`src/rtl/nirq_pkg.sv`:
```
package nirq_pkg;

    // Number of module slots that feed the aggregator.
    localparam int NUM_SLOTS = 3;
    // Number of status words.
    localparam int NUM_WORDS = 2;

    // Status word that a slot reports into.
    function automatic int slot_word(input int slot);
        return (slot == 0) ? 0 : 1;
    endfunction

    // First bit that a slot's port 0 occupies within its status word.
    function automatic int slot_base(input int slot);
        return (slot == 2) ? 4 : 0;
    endfunction

endpackage

```
`src/rtl/nirq_decode.sv`:
```
module nirq_decode
    import nirq_pkg::*;
#(
    parameter int SLOT_W = 2,
    parameter int PORT_W = 4,
    parameter int WORD_W = 16
) (
    input  logic                                vld_i,
    input  logic [SLOT_W-1:0]                   slot_i,
    input  logic [PORT_W-1:0]                   port_i,
    output logic [NUM_WORDS-1:0][WORD_W-1:0]    hit_o
);

    int  word_idx;
    int  bit_pos;
    logic in_range;

    always_comb begin
        word_idx = slot_word(int'(slot_i));
        bit_pos  = slot_base(int'(slot_i)) + int'(port_i);
        in_range = vld_i && (int'(slot_i) < NUM_SLOTS) && (bit_pos < WORD_W);
        for (int w = 0; w < NUM_WORDS; w++) begin
            for (int b = 0; b < WORD_W; b++) begin
                hit_o[w][b] = in_range && (w == word_idx) && (b == bit_pos);
            end
        end
    end

endmodule

```
`src/rtl/nirq_status.sv`:
```
module nirq_status
    import nirq_pkg::*;
#(
    parameter int WORD_W = 16
) (
    input  logic                             clk,
    input  logic                             rst_n,
    input  logic [NUM_WORDS-1:0][WORD_W-1:0] set_hit_i,
    input  logic [NUM_WORDS-1:0][WORD_W-1:0] clr_hit_i,
    output logic [NUM_WORDS-1:0][WORD_W-1:0] stat_o,
    output logic                             irq_o
);

    typedef struct packed {
        logic [NUM_WORDS-1:0][WORD_W-1:0] stat;
        logic                             irq;
    } state_t;

    state_t st_d, st_q;

    always_comb begin
        st_d = st_q;
        // Withdraw sets bits high; a raise then pulls low, so raise wins.
        st_d.stat = (st_q.stat | clr_hit_i) & ~set_hit_i;
        st_d.irq  = 1'b0;
        for (int w = 0; w < NUM_WORDS; w++) begin
            if (st_q.stat[w] != {WORD_W{1'b1}}) st_d.irq = 1'b1;
        end
    end

    always_ff @(posedge clk) begin
        if (!rst_n) begin
            st_q.stat <= '1;
            st_q.irq  <= 1'b0;
        end else begin
            st_q <= st_d;
        end
    end

    assign stat_o = st_q.stat;
    assign irq_o  = st_q.irq;

    p_raise_then_irq_r5: assert property (@(posedge clk) disable iff (!rst_n)
        (|set_hit_i) |=> ##1 irq_o);

    p_raise_wins_r4: assert property (@(posedge clk) disable iff (!rst_n)
        (|set_hit_i) |=> ((st_q.stat & $past(set_hit_i)) == '0));

    p_withdraw_sets_r3: assert property (@(posedge clk) disable iff (!rst_n)
        ((|clr_hit_i) && (set_hit_i == '0)) |=>
            ((st_q.stat & $past(clr_hit_i)) == $past(clr_hit_i)));

    p_idle_stable_r7: assert property (@(posedge clk) disable iff (!rst_n)
        ((set_hit_i == '0) && (clr_hit_i == '0)) |=> $stable(st_q.stat));

endmodule

```
`src/rtl/nirq_regif.sv`:
```
module nirq_regif
    import nirq_pkg::*;
#(
    parameter int              ADDR_W    = 8,
    parameter int              WORD_W    = 16,
    parameter logic [ADDR_W-1:0] OFS_STAT0 = 8'h26,
    parameter logic [ADDR_W-1:0] OFS_STAT1 = 8'h28,
    parameter logic [ADDR_W-1:0] OFS_MASK  = 8'h30
) (
    input  logic                             clk,
    input  logic                             rst_n,
    input  logic                             rd_en_i,
    input  logic                             wr_en_i,
    input  logic [ADDR_W-1:0]                addr_i,
    input  logic [WORD_W-1:0]                wdata_i,
    input  logic [NUM_WORDS-1:0][WORD_W-1:0] stat_i,
    output logic [WORD_W-1:0]                rdata_o,
    output logic                             rd_valid_o
);

    typedef struct packed {
        logic [WORD_W-1:0] mask;
        logic [WORD_W-1:0] rdata;
        logic              rd_valid;
    } state_t;

    state_t st_d, st_q;
    logic [WORD_W-1:0] sel_word;

    always_comb begin
        if (addr_i == OFS_STAT0)      sel_word = stat_i[0];
        else if (addr_i == OFS_STAT1) sel_word = stat_i[1];
        else if (addr_i == OFS_MASK)  sel_word = st_q.mask;
        else                          sel_word = '0;
    end

    always_comb begin
        st_d          = st_q;
        st_d.rd_valid = rd_en_i;
        if (rd_en_i) st_d.rdata = sel_word;
        if (wr_en_i && (addr_i == OFS_MASK)) st_d.mask = wdata_i;
    end

    always_ff @(posedge clk) begin
        if (!rst_n) begin
            st_q <= '0;
        end else begin
            st_q <= st_d;
        end
    end

    assign rdata_o    = st_q.rdata;
    assign rd_valid_o = st_q.rd_valid;

    p_read_returns_r6: assert property (@(posedge clk) disable iff (!rst_n)
        rd_en_i |=> rd_valid_o);

    p_no_spurious_valid_r6: assert property (@(posedge clk) disable iff (!rst_n)
        !rd_en_i |=> !rd_valid_o);

    p_mask_store_r8: assert property (@(posedge clk) disable iff (!rst_n)
        (wr_en_i && (addr_i == OFS_MASK)) |=> (st_q.mask == $past(wdata_i)));

    p_unmapped_zero_r9: assert property (@(posedge clk) disable iff (!rst_n)
        (rd_en_i && (addr_i != OFS_STAT0) && (addr_i != OFS_STAT1) &&
         (addr_i != OFS_MASK)) |=> (rdata_o == '0));

endmodule

```
`src/rtl/nirq_aggregator.sv`:
```
module nirq_aggregator
    import nirq_pkg::*;
#(
    parameter int SLOT_W = 2,
    parameter int PORT_W = 4,
    parameter int ADDR_W = 8,
    parameter int WORD_W = 16
) (
    input  logic              clk,
    input  logic              rst_n,
    input  logic              set_vld,
    input  logic [SLOT_W-1:0] set_slot,
    input  logic [PORT_W-1:0] set_port,
    input  logic              clr_vld,
    input  logic [SLOT_W-1:0] clr_slot,
    input  logic [PORT_W-1:0] clr_port,
    input  logic              rd_en,
    input  logic              wr_en,
    input  logic [ADDR_W-1:0] addr,
    input  logic [WORD_W-1:0] wdata,
    output logic [WORD_W-1:0] rdata,
    output logic              rd_valid,
    output logic              irq
);

    logic [NUM_WORDS-1:0][WORD_W-1:0] set_hit;
    logic [NUM_WORDS-1:0][WORD_W-1:0] clr_hit;
    logic [NUM_WORDS-1:0][WORD_W-1:0] stat;

    nirq_decode #(.SLOT_W(SLOT_W), .PORT_W(PORT_W), .WORD_W(WORD_W)) u_dec_set (
        .vld_i (set_vld),
        .slot_i(set_slot),
        .port_i(set_port),
        .hit_o (set_hit)
    );

    nirq_decode #(.SLOT_W(SLOT_W), .PORT_W(PORT_W), .WORD_W(WORD_W)) u_dec_clr (
        .vld_i (clr_vld),
        .slot_i(clr_slot),
        .port_i(clr_port),
        .hit_o (clr_hit)
    );

    nirq_status #(.WORD_W(WORD_W)) u_status (
        .clk      (clk),
        .rst_n    (rst_n),
        .set_hit_i(set_hit),
        .clr_hit_i(clr_hit),
        .stat_o   (stat),
        .irq_o    (irq)
    );

    nirq_regif #(.ADDR_W(ADDR_W), .WORD_W(WORD_W)) u_regif (
        .clk       (clk),
        .rst_n     (rst_n),
        .rd_en_i   (rd_en),
        .wr_en_i   (wr_en),
        .addr_i    (addr),
        .wdata_i   (wdata),
        .stat_i    (stat),
        .rdata_o   (rdata),
        .rd_valid_o(rd_valid)
    );

    p_bad_slot_ignored_r10: assert property (@(posedge clk) disable iff (!rst_n)
        (set_vld && (int'(set_slot) >= NUM_SLOTS)) |-> (set_hit == '0));

    p_irq_idle_r1: assert property (@(posedge clk) disable iff (!rst_n)
        ($past(stat) == '1 && stat == '1) |=> !irq);

endmodule

```
`config.mk`:
```
export PLATFORM = sky130hd
export DESIGN_NAME = nirq_aggregator
export DESIGN_NICKNAME = d
export VERILOG_FILES = /design/src/rtl/nirq_pkg.sv /design/src/rtl/nirq_decode.sv /design/src/rtl/nirq_status.sv /design/src/rtl/nirq_regif.sv /design/src/rtl/nirq_aggregator.sv
export SDC_FILE = /design/constraint.sdc
export NUM_CORES = 1
export LEC_CHECK = 0
export ABC_AREA = 1
export BUFFER_PORTS_ARGS = -buffer_cell sky130_fd_sc_hd__buf_4
export CAP_MARGIN = 0
export CELL_PAD_IN_SITES_DETAIL_PLACEMENT = 1
export CELL_PAD_IN_SITES_GLOBAL_PLACEMENT = 1
export CORE_ASPECT_RATIO = 1.75
export CORE_MARGIN = 2
export CORE_UTILIZATION = 37
export CTS_BUF_LIST = sky130_fd_sc_hd__clkbuf_4 sky130_fd_sc_hd__clkbuf_8
export DETAILED_ROUTE_END_ITERATION = 10
export GPL_ROUTABILITY_DRIVEN = 0
export GPL_TIMING_DRIVEN = 0
export PLACE_DENSITY_LB_ADDON = 0.1
export SLEW_MARGIN = 40
export SYNTH_ARGS = -nofsm -noshare
export SYNTH_HDL_FRONTEND = slang
export SYNTH_HIERARCHICAL = 1
export SYNTH_SLANG_ARGS = --single-unit
```
`constraint.sdc`:
```
create_clock -name clk -period 1.4 [get_ports clk]
set_clock_uncertainty 0.05 [all_clocks]
set_input_delay 0.07 -clock clk [delete_from_list [all_inputs] [get_ports clk]]
set_output_delay 0.07 -clock clk [all_outputs]
set_load 0.02 [all_outputs]
```
# ---- Word-level counts from Yosys, hierarchy flattened
# Index checks and enable logic that the tools add are counted.
dict set report op_classes {
  addsub 2
  magnitude_cmp 4
  n_eq_ne 39
  mux 9
  bitwise_logic 3
  n_reduce_logical 79
}
# operator count
set ops {}
lappend ops {{$eq 5x32->1 const A} 16}
lappend ops {{$eq 4x32->1 const A} 8}
lappend ops {{$eq 2x32->1 const A} 4}
lappend ops {{$eq 3x32->1 const A} 4}
lappend ops {{$logic_not 32->1} 4}
lappend ops {{$logic_and 1x1->1} 73}
lappend ops {{$add 32x5->32} 2}
lappend ops {{$lt 32x6->1 const B} 2}
lappend ops {{$mux 16} 3}
lappend ops {{$and 32x32->32} 1}
lappend ops {{$ne 16x16->1 const B} 2}
lappend ops {{$not 32->32} 1}
lappend ops {{$or 32x32->32} 1}
lappend ops {{$eq 8x6->1 const B} 3}
lappend ops {{$mux 3} 2}
lappend ops {{$eq 2x2->1 const B} 2}
lappend ops {{$logic_not 2->1} 2}
lappend ops {{$lt 2x2->1 const B} 2}
lappend ops {{$mux 1} 4}
dict set report word_totals {
  ff_bits 66
  input_bits 42
  out_inout_bits 18
  word_cells 142
}

# ---- Longest topological paths before layout
dict set report logic_depth {
  ltp_word 9
  depth_mapped 10
  ltp_nobuf 10
}

# ---- Modules after synthesis
# Netlist, hierarchy kept.
# module n_inst cells_per_inst area_per_inst_um2 seq_area_each_um2
set by_module_without_submodules {}
lappend by_module_without_submodules {nirq_regif 1 272 1853.0 660.6}
lappend by_module_without_submodules {nirq_status 1 132 1077.3 660.6}
lappend by_module_without_submodules {nirq_decode 2 75 380.4 0.0}

# ---- Worst setup path before layout
# No wires, ideal clock.
dict set report synth_path {
  path_type {in2reg}
  start {input port clr_slot[1]}
  end {register, netlist name u_status/stat_o[20]}
  setup_ns 0.074
  arrival_time_ns 1.319
  t_required_ns 1.276
  path_slack_ns -0.044
  path_stages 9
  path_buffers 0
  cell_sequence {inv_1 -> nor2_1 -> ha_1 -> ha_1 -> nor2_1 -> nand3_1 -> nor2_1 -> nor2_1 -> o21ai_0}
}
# element line
set synth_lines {}
lappend synth_lines {{start, declared} nirq_aggregator.sv:15} ;# input logic [SLOT_W-1:0] clr_slot,

==> flow_metrics.tcl <==
set metrics [dict create \
    overflow 0 \
    cts_sinks 66 \
    syn_inst 554 \
    top_layer_used "met4" \
    synth_largest_area_cell "dfxtp_1" \
    worstPathCellList "buf_4 > inv_1 > nor2_1 > ha_1 > ha_4 > nand2_1 > inv_1 > nand3_1 > nor2_1 > nor2_1 > o21ai_0" \
    fin_ws_ns 0.0977 \
    cp_max_fo 7 \
    pre_cts_ws_ns -0.392 \
    end_kind "flop" \
    wl_um 12000 \
    grt_pass1_wl_um 19200 \
    crit_buf_inv 3 \
    met3_wirelength_um 420 \
    initial_utilization 0.377 \
    setup_tns_ns 0 \
    drive_gt1_frac 0.233 \
    max_stage_delay_ns 0.32 \
    relSlewSlack 0.675 \
    dr.pass1.iters 4 \
    drc 0 \
    crit_family "adder cells" \
    ys_warn_count 6 \
    critical_path_class "in2reg" \
    route.met2.wl_um 6750 \
    synth_async_sr_flop_share 0 \
    yosys.area.top_type_share 0.358 \
    insertedDiodeCount 0 \
    die_x_um 79.5 \
    p_per_area_nw_per_um2 852 \
    drt_iter0_markers 81 \
    io_pins 60 \
    syn_avg_cell_area_um2 6.66 \
    yosysMostFrequentCell "nor2_1" \
    path_common_cell "nor2_1" \
    grt_max_degree 12 \
    synth_area_um2 3690 \
    finalNonFillerCells 772 \
    ys_top_cells_by_area "dfxtp_1, nor2_1, nand3_1" \
    fmax_mhz 768 \
    vias 3815 \
    clk_latency_ns 0.36 \
    start_kind "primary input" \
    core_area_um2 9790 \
    fin_nets 689 \
    die_h_um 136 \
    worst_pin_slew_ns 0.488 \
    wl_met1_um 4400 \
    ctsLongestPathBuffers 2 \
    period_share 0.930 \
    hold_violations 0 \
    synthFlopType "dfxtp_1" \
    maxCapViolations 0 \
    synth.distinct_cells 26 \
    cts_tree "yes" \
    clockRootBuffer "clkbuf_8" \
    yosysSeqAreaShare 0.358 \
    grtUsageTotal 0.233 \
    hold_path.class "in2reg" \
    fillers 1295 \
    path_clk_slew_ns 0.08 \
    ir_drop_mv 0.458 \
    h-tree-depth 3 \
    finalWorstPathRequiredPeriod_ns 1.30 \
    synth_seq_cells 66 \
    antenna_found_initial 0 \
    synth_edf_count 0 \
    crit_arrival_ns 1.54 \
    syn-num-nets 600 \
    status "completed" \
    rows 48 \
    avgRoutedWirePerCell_um 15.6 \
    grt_pass1_vias 3913 \
    power_mw 3.99 \
    ys_top_cells_by_count "nor2_1, nand2_1, nand3_1" \
    numCtsBuffers 9 \
    setup_viol 0 \
    critPathRequiredTime_ns 1.64 \
    placed_cells 737 \
    crit_path_top_delay_cell "ha_4" \
    slew_viol_final 0 \
    ant_nets 0 \
    rsz0062_at_grt "yes" \
    dieArea_um2 10800 \
    port_buffers 58 \
    p_leak_nw 2.24 \
    syn_to_final_growth_pct 27.0 \
    vias_per_cell 4.94 \
    dpl.hpwl_um 9690 \
]
final cells by class:
class,instances,area (um2),share of cell area
timing repair buffer,78,628,0.134
buffer,36,250,0.0534
tap,125,156,0.0334
inverter,51,205,0.0438
clock inverter,5,32.5,0.00694
clock buffer,10,131,0.0280
multi-input combinational,401,1960,0.419
sequential,66,1320,0.282
sequential cells by signal, summed over array words and instances (netlist names):
| name | count |
|---|---|
| u_regif/st_q | 16 |
| u_regif/rdata_o | 16 |
| u_regif/rd_valid_o | 1 |
| u_status/stat_o | 32 |
| u_status/irq_o | 1 |
timing repair:
action | 4_1_cts | 5_1_grt
endpoints found under the setup margin | 1 | 26
resized for setup | 1 | 8
hold endpoints to repair | 19 | 0
pin swaps | 0 | 1
hold buffers | 17 | 0
setup buffers | 0 | 3
per-stage QoR:
stage,util,cell area [um2],hold slack (ns)
2_1_floorplan,-,3710,0.0962
3_3_place_gp,0.439,4300,0.257
3_5_place_dp,0.439,4300,0.262
4_1_cts,0.474,4640,0.0702
5_1_grt,0.479,4690,0.0843
6_report,0.479,4690,0.0778
final timing paths:
path                       startpoint                   to  slack [ns]  cells past startpoint
setup / recovery          clr_slot[1]  u_status/stat_o[29]         0.1                     11
hold / removal                  wr_en     u_regif/st_q[32]        0.08                      4
setup reg to reg  u_status/stat_o[21]       u_status/irq_o        0.34                      5
hold reg to reg    u_regif/rdata_o[8]   u_regif/rdata_o[8]        0.42                      2
worst min-delay path: stages:
cell and delay, ns:
buf_4 0.09, nand2_4 0.09, o21ai_1 0.15, nor2_1 0.05
layout by cell type, fill, tap and decap left out, types with 2 or more instances in the layout:
cell type,n
ha_4,2
o21ai_1,20
a21oi_1,8
clkinvlp_4,4
nand2_1,79
nand2_2,4
dlygate4sd3_1,17
dfxtp_1,66
clkinv_2,2
inv_1,41
inv_2,6
o21ai_0,38
nor2_2,16
nand3b_1,3
a31oi_1,9
ha_1,2
nor2_8,2
buf_6,6
nand3_4,4
clkbuf_1,5
nand3_1,68
clkbuf_8,9
buf_2,8
nand2_4,2
buf_4,77
nor2_1,138
nor2_4,5
report_power, final:
part | internal [mW] | total (mW) | switching [mW]
clock network | 0.644 | 1.39 | 0.743
registers | 1.91 | 1.93 | 0.0219
logic | 0.286 | 0.674 | 0.389
total | 2.84 | 3.99 | 1.15
metal layers:
layer | vias up | track usage
li1 | 1926 | -
met1 | 1783 | 0.225
met2 | 82 | 0.457
met3 | 24 | 0.0465
met4 | 0 | 0.104
met5 | - | 0
cells by family (layout without fill, tap and decap cells):
| group | Yosys count | after routing | synth area share |
|---|---|---|---|
| flops | 66 | 66 | 0.358 |
| compound gates | 75 | 75 | 0.105 |
| buf+inv | 87 | 180 | 0.122 |
| simple gates | 322 | 322 | 0.401 |
| fa+ha+maj | 4 | 4 | 0.0136 |
No activity file was read; power rests on OpenSTA's default activity.
